## src/rtl/vls_addr_pkg.sv

```systemverilog
package vls_addr_pkg;
   typedef enum logic [1:0] {
      KIND_INDEXED = 2'd0,
      KIND_UNIT    = 2'd1,
      KIND_ELEM    = 2'd2,
      KIND_FIXED   = 2'd3
   } acc_kind_e;
endpackage

```

## src/rtl/vls_offs_mul.sv

```systemverilog
module vls_offs_mul #(
   parameter int STEP_W    = 8,
   parameter int SUB_W     = 2,
   parameter bit HAS_REMAP = 1'b1,
   localparam int OFF_W    = STEP_W + SUB_W + 1
) (
   input  logic              is_store,
   input  logic              remap_en,
   input  logic [OFF_W-1:0]  remap_step,
   input  logic [SUB_W-1:0]  subvl,
   input  logic [STEP_W-1:0] src_step,
   input  logic [SUB_W-1:0]  src_sub,
   input  logic [STEP_W-1:0] dst_step,
   input  logic [SUB_W-1:0]  dst_sub,
   output logic [OFF_W-1:0]  mult
);
   logic [OFF_W-1:0] sv_len;
   logic [OFF_W-1:0] src_lin;
   logic [OFF_W-1:0] dst_lin;

   always_comb begin
      sv_len  = OFF_W'(subvl) + OFF_W'(1);
      src_lin = OFF_W'(src_step) * sv_len + OFF_W'(src_sub);
      dst_lin = OFF_W'(dst_step) * sv_len + OFF_W'(dst_sub);
   end

   generate
      if (HAS_REMAP) begin : g_remap
         // stores never follow the remapped order
         always_comb mult = is_store ? dst_lin : (remap_en ? remap_step : src_lin);
      end else begin : g_linear
         logic unused_remap;
         always_comb unused_remap = remap_en ^ (^remap_step);
         always_comb mult = is_store ? dst_lin : src_lin;
      end
   endgenerate
endmodule

```

## src/rtl/vls_kind_sel.sv

```systemverilog
module vls_kind_sel
   import vls_addr_pkg::*;
#(
   parameter int AW = 64
) (
   input  logic          ra_vec,
   input  logic          elstride,
   input  logic [AW-1:0] imm,
   output acc_kind_e     kind
);
   always_comb begin
      if (ra_vec)          kind = KIND_INDEXED;
      else if (!elstride)  kind = KIND_UNIT;
      else if (imm == '0)  kind = KIND_FIXED;
      else                 kind = KIND_ELEM;
   end
endmodule

```

## src/rtl/vls_addr_calc.sv

```systemverilog
module vls_addr_calc
   import vls_addr_pkg::*;
#(
   parameter int AW    = 64,
   parameter int OFF_W = 11
) (
   input  logic             clk,
   input  logic             rst_n,
   input  logic             in_valid,
   input  logic [AW-1:0]    base,
   input  logic [AW-1:0]    imm,
   input  logic [OFF_W-1:0] mult,
   input  logic [1:0]       len_code,
   input  acc_kind_e        kind,
   output logic             out_valid,
   output logic [AW-1:0]    out_addr,
   output acc_kind_e        out_kind
);
   logic [AW-1:0] mult_x;
   logic [AW-1:0] unit_off;
   logic [AW-1:0] next_addr;

   always_comb begin
      mult_x   = AW'(mult);
      unit_off = mult_x << len_code;
      unique case (kind)
         KIND_INDEXED: next_addr = base + imm;
         KIND_UNIT:    next_addr = base + imm + unit_off;
         KIND_ELEM:    next_addr = base + imm * mult_x;
         default:      next_addr = base;
      endcase
   end

   always_ff @(posedge clk) begin
      if (!rst_n) begin
         out_valid <= 1'b0;
         out_addr  <= '0;
         out_kind  <= KIND_INDEXED;
      end else begin
         out_valid <= in_valid;
         if (in_valid) begin
            out_addr <= next_addr;
            out_kind <= kind;
         end
      end
   end

   p_latency_r10: assert property (@(posedge clk) disable iff (!rst_n)
      in_valid |=> out_valid);
   p_no_spurious_r10: assert property (@(posedge clk) disable iff (!rst_n)
      !in_valid |=> !out_valid);
   p_fixed_addr_r8: assert property (@(posedge clk) disable iff (!rst_n)
      (in_valid && kind == KIND_FIXED) |=> (out_addr == $past(base)));
endmodule

```

## src/rtl/vls_addr_gen.sv

```systemverilog
module vls_addr_gen
   import vls_addr_pkg::*;
#(
   parameter int AW        = 64,
   parameter int STEP_W    = 8,
   parameter int SUB_W     = 2,
   parameter bit HAS_REMAP = 1'b1,
   localparam int OFF_W    = STEP_W + SUB_W + 1
) (
   input  logic              clk,
   input  logic              rst_n,
   input  logic              in_valid,
   input  logic              is_store,
   input  logic              remap_en,
   input  logic [OFF_W-1:0]  remap_step,
   input  logic [AW-1:0]     base,
   input  logic [AW-1:0]     imm,
   input  logic              elstride,
   input  logic              ra_vec,
   input  logic [SUB_W-1:0]  subvl,
   input  logic [STEP_W-1:0] src_step,
   input  logic [SUB_W-1:0]  src_sub,
   input  logic [STEP_W-1:0] dst_step,
   input  logic [SUB_W-1:0]  dst_sub,
   input  logic [1:0]        len_code,
   output logic              out_valid,
   output logic [AW-1:0]     out_addr,
   output logic [1:0]        out_kind
);
   generate
      if (AW < 16) begin : g_bad_aw
         $error("vls_addr_gen: AW must be at least 16");
      end
      if (OFF_W + 3 > AW) begin : g_bad_off
         $error("vls_addr_gen: shifted multiplier does not fit AW");
      end
      if (SUB_W < 1) begin : g_bad_sub
         $error("vls_addr_gen: SUB_W must be at least 1");
      end
   endgenerate

   logic [OFF_W-1:0] mult;
   acc_kind_e        kind;
   acc_kind_e        kind_q;

   vls_offs_mul #(.STEP_W(STEP_W), .SUB_W(SUB_W), .HAS_REMAP(HAS_REMAP)) offs_i (
      .is_store(is_store), .remap_en(remap_en), .remap_step(remap_step),
      .subvl(subvl), .src_step(src_step), .src_sub(src_sub),
      .dst_step(dst_step), .dst_sub(dst_sub), .mult(mult)
   );

   vls_kind_sel #(.AW(AW)) kind_i (
      .ra_vec(ra_vec), .elstride(elstride), .imm(imm), .kind(kind)
   );

   vls_addr_calc #(.AW(AW), .OFF_W(OFF_W)) calc_i (
      .clk(clk), .rst_n(rst_n), .in_valid(in_valid), .base(base), .imm(imm),
      .mult(mult), .len_code(len_code), .kind(kind),
      .out_valid(out_valid), .out_addr(out_addr), .out_kind(kind_q)
   );

   assign out_kind = kind_q;

   p_indexed_prio_r6: assert property (@(posedge clk) disable iff (!rst_n)
      (in_valid && ra_vec) |=> (out_kind == KIND_INDEXED));
   p_unit_sel_r7: assert property (@(posedge clk) disable iff (!rst_n)
      (in_valid && !ra_vec && !elstride) |=> (out_kind == KIND_UNIT));
   p_indexed_addr_r6: assert property (@(posedge clk) disable iff (!rst_n)
      (in_valid && ra_vec) |=> (out_addr == $past(base) + $past(imm)));
endmodule

```

## config.mk

```make
export PLATFORM = sky130hd
export DESIGN_NAME = vls_addr_gen
export DESIGN_NICKNAME = d
export VERILOG_FILES = /design/src/rtl/vls_addr_pkg.sv /design/src/rtl/vls_offs_mul.sv /design/src/rtl/vls_kind_sel.sv /design/src/rtl/vls_addr_calc.sv /design/src/rtl/vls_addr_gen.sv
export SDC_FILE = /design/constraint.sdc
export NUM_CORES = 2
export LEC_CHECK = 0
export BUFFER_PORTS_ARGS = -buffer_cell sky130_fd_sc_hd__buf_4
export CAP_MARGIN = 20
export CORE_ASPECT_RATIO = 1.4
export CORE_MARGIN = 2
export CORE_UTILIZATION = 45
export DETAILED_ROUTE_END_ITERATION = 10
export PLACE_DENSITY = 0.69
export REMOVE_ABC_BUFFERS = 1
export SYNTH_ARGS = -nofsm -noshare
export SYNTH_HDL_FRONTEND = slang
export SYNTH_HIERARCHICAL = 1
export SYNTH_SLANG_ARGS = --single-unit
```

## constraint.sdc

```tcl
create_clock -name clk -period 20.7 [get_ports clk]
set_clock_uncertainty 0.1 [all_clocks]
set_input_delay 3.105 -clock clk [delete_from_list [all_inputs] [get_ports clk]]
set_output_delay 3.105 -clock clk [all_outputs]
set_load 0.01 [all_outputs]
```

==> results.py <==
metrics = {
    "run_status": {
        "run_status": "completed",
    },
    "detailed_routing": {
        "drc": 0,
        "drtIter0Drc": 1954,
        "drt-wirelength-per-cell_microns": 21.6,
        "vias": 30300,
        "vias_per_cell": 5.84,
        "drt_wl_total_mm": 112,
        "ant_nets": 0,
        "dr.pass1.iters": 5,
    },
    "timing": {
        "slew_headroom_pct": 20.7,
        "fin_crit_ns": 14.10,
        "hold_viol": 0,
        "worstMarginPinSlew_ns": 1.18,
        "setup_viol": 0,
        "fin_crit_sh_pct": 68.1,
        "slew_viol_final": 0,
        "fmax_mhz": 70.9,
        "rsz0062_at_grt": "no",
        "finalSetupTns_ns": 0,
    },
    "worst_setup_path": {
        "required_ns": 20.91,
        "path_class": "input port to flip-flop",
        "worst_setup_path_start_kind": "input port",
        "startpoint": "subvl[0]",
        "reg2reg_depth": 3,
        "cpMostUsedCell": "fa_1",
        "cp.arrival_ns": 14.31,
        "cp_slowest_cell": "a2111oi_0",
        "cp-end-kind": "flip-flop",
        "path_max_fanout": 63,
        "r2r_start": "calc_i/out_addr[21]",
        "critPathMaxStageDelay_ns": 1.09,
    },
    "global_routing": {
        "top_usage_layer": "met2",
        "grt_use_total_pct": 29.8,
        "grt_use_met3_pct": 4.39,
        "grt_pass1_wl_mm": 175,
        "grt_use_met1_pct": 33.3,
        "grt_antenna_before_repair": 1,
        "first_global_vias": 31900,
        "grt_max_degree": 93,
        "grtUsageMet2_pct": 53.0,
        "overflow": 0,
    },
    "floorplan": {
        "dieArea_sq_um": 76200,
        "die_x_microns": 234,
        "initial_core_util_pct": 45.2,
        "io_pins": 237,
        "coreArea_sq_um": 73700,
        "die_y_microns": 326,
        "placementRows": 118,
    },
    "placed_design": {
        "gp_congestion": 0.962,
        "dp_hpwl_mm": 88.6,
        "dp.cells": 5168,
        "io_buffers": 236,
    },
    "logic_synthesis": {
        "synth-seq-cells": 67,
        "synth_most_common_cell": "inv_1",
        "synthArstFlopShare_pct": 0,
        "synth_flop_cell": "dfxtp_1",
        "syn_area_sq_um": 33300,
        "synth_area_leader_cell": "fa_1",
        "yosysWarnings": 6,
        "synth_seq_area_share_pct": 4.03,
        "yosys-top-cells-count": "inv_1, nand2_1, fa_1",
        "synth-edff-count": 0,
        "synth.distinct_cells": 109,
        "synthCells": 4190,
        "yosys-top-cells-area": "fa_1, inv_1, nand2_1",
        "syn_avg_cell_area_sq_um": 7.94,
        "synth_top_area_share_pct": 35.2,
    },
    "layout": {
        "drive_above_1_share_pct": 8.81,
        "nNetsFinal": 5176,
        "final.fill_count": 7239,
        "area_growth_pct": 7.84,
        "final_cells": 5185,
    },
    "cts": {
        "cts-root-buf": "clkbuf_16",
        "cts_hold_buf": 0,
        "cts.htree.levels": 3,
        "clk_pin_slew_ns": 0.07,
        "ctsResizeCount": 0,
        "post_cts_buffers": 0,
        "clockBufferDepth": 2,
        "numCtsBuffers": 9,
        "clk_latency_ns": 0.38,
        "cts_tree": "yes",
        "cts_sinks": 67,
    },
    "min_path": {
        "hold_path_startpoint": "calc_i/out_addr[19]",
        "whs_path_depth": 2,
        "min_path_type": "flip-flop to flip-flop",
    },
    "run": {
        "cap_violations": 0,
    },
}
-- flip-flops by register name, summed over array words and instances, names as in the netlist --
signal,flops
calc_i/out_addr,64
calc_i/out_kind,2
calc_i/out_valid,1
-- stage by stage --
stage	hold WS, ns	instance area, sq um	setup WS [ns]	utilization (%)
4_1_cts	0.383	35900	6.81	48.7
3_3_place_gp	0.363	35600	6.61	48.3
2_1_floorplan	0.362	32300	6.03	-
3_5_place_dp	0.370	35600	6.46	48.3
5_1_grt	0.406	35900	6.01	48.7
6_report	0.381	35900	6.60	48.7
-- path summary, 6_finish.rpt --
kind | to | slack, ns
worst max-delay path | calc_i/out_addr[63] | 6.60
worst min-delay path | calc_i/out_addr[19] | 0.38
worst max register to register | calc_i/out_addr[21] | 19.79
worst min register to register | calc_i/out_addr[19] | 0.38
-- cells by family after synthesis --
family	share of synthesized area, %
AND/OR/NAND/NOR	20.5
buffers and inverters	10.9
adder cells (fa/ha/maj)	42.8
AO/OA/AOI/OAI	14.9
XOR/XNOR	3.99
multiplexers	2.88
flip-flops	4.03
-- layout make-up --
cell class	count	area [sq um]	area share, %
antenna	1	2.50	0.00697
clock buffer	11	253	0.704
clock inverter	5	61.3	0.171
inverter	709	2660	7.42
multi-input combinational	3171	28400	79.2
sequential	67	1340	3.74
tap	960	1200	3.35
timing repair buffer	261	1960	5.46
-- cells in the final DEF (no fill, tap or decap), types with 18 or more instances in the layout --
master,n
mux2i_1,45
nand4_1,52
xnor2_1,89
or3_1,19
inv_1,707
ha_1,202
nand3_1,44
o221ai_1,21
o211ai_1,21
a211oi_1,34
a31oi_1,35
o31ai_1,18
buf_4,261
nand2_1,676
nor4_1,27
mux4_2,20
nor2_1,149
and2_1,234
nand2b_1,18
fa_1,585
xor2_1,59
a21oi_1,205
nor2b_1,57
and3_1,19
nor3_1,58
o21bai_1,27
a21o_1,61
o21ai_0,143
dfxtp_1,67
-- worst max-delay path, delay by kind of cell --
kind            cells  cell delay (ns)
simple gates        7             1.16
compound gates     12             4.14
xor+xnor            1             0.09
fa+ha+maj          10             4.51
buf+inv             6             1.23
-- per-layer routing --
layer	vias to the layer above	share of wire (%)
met4	2	7.1
met5	-	0.012
met1	15000	36
met2	1254	51
li1	13600	-
met3	407	6.8
Power is left out: the tool's default activity adds up to more than one toggle a clock period on the data nets, which glitch-free logic cannot reach.
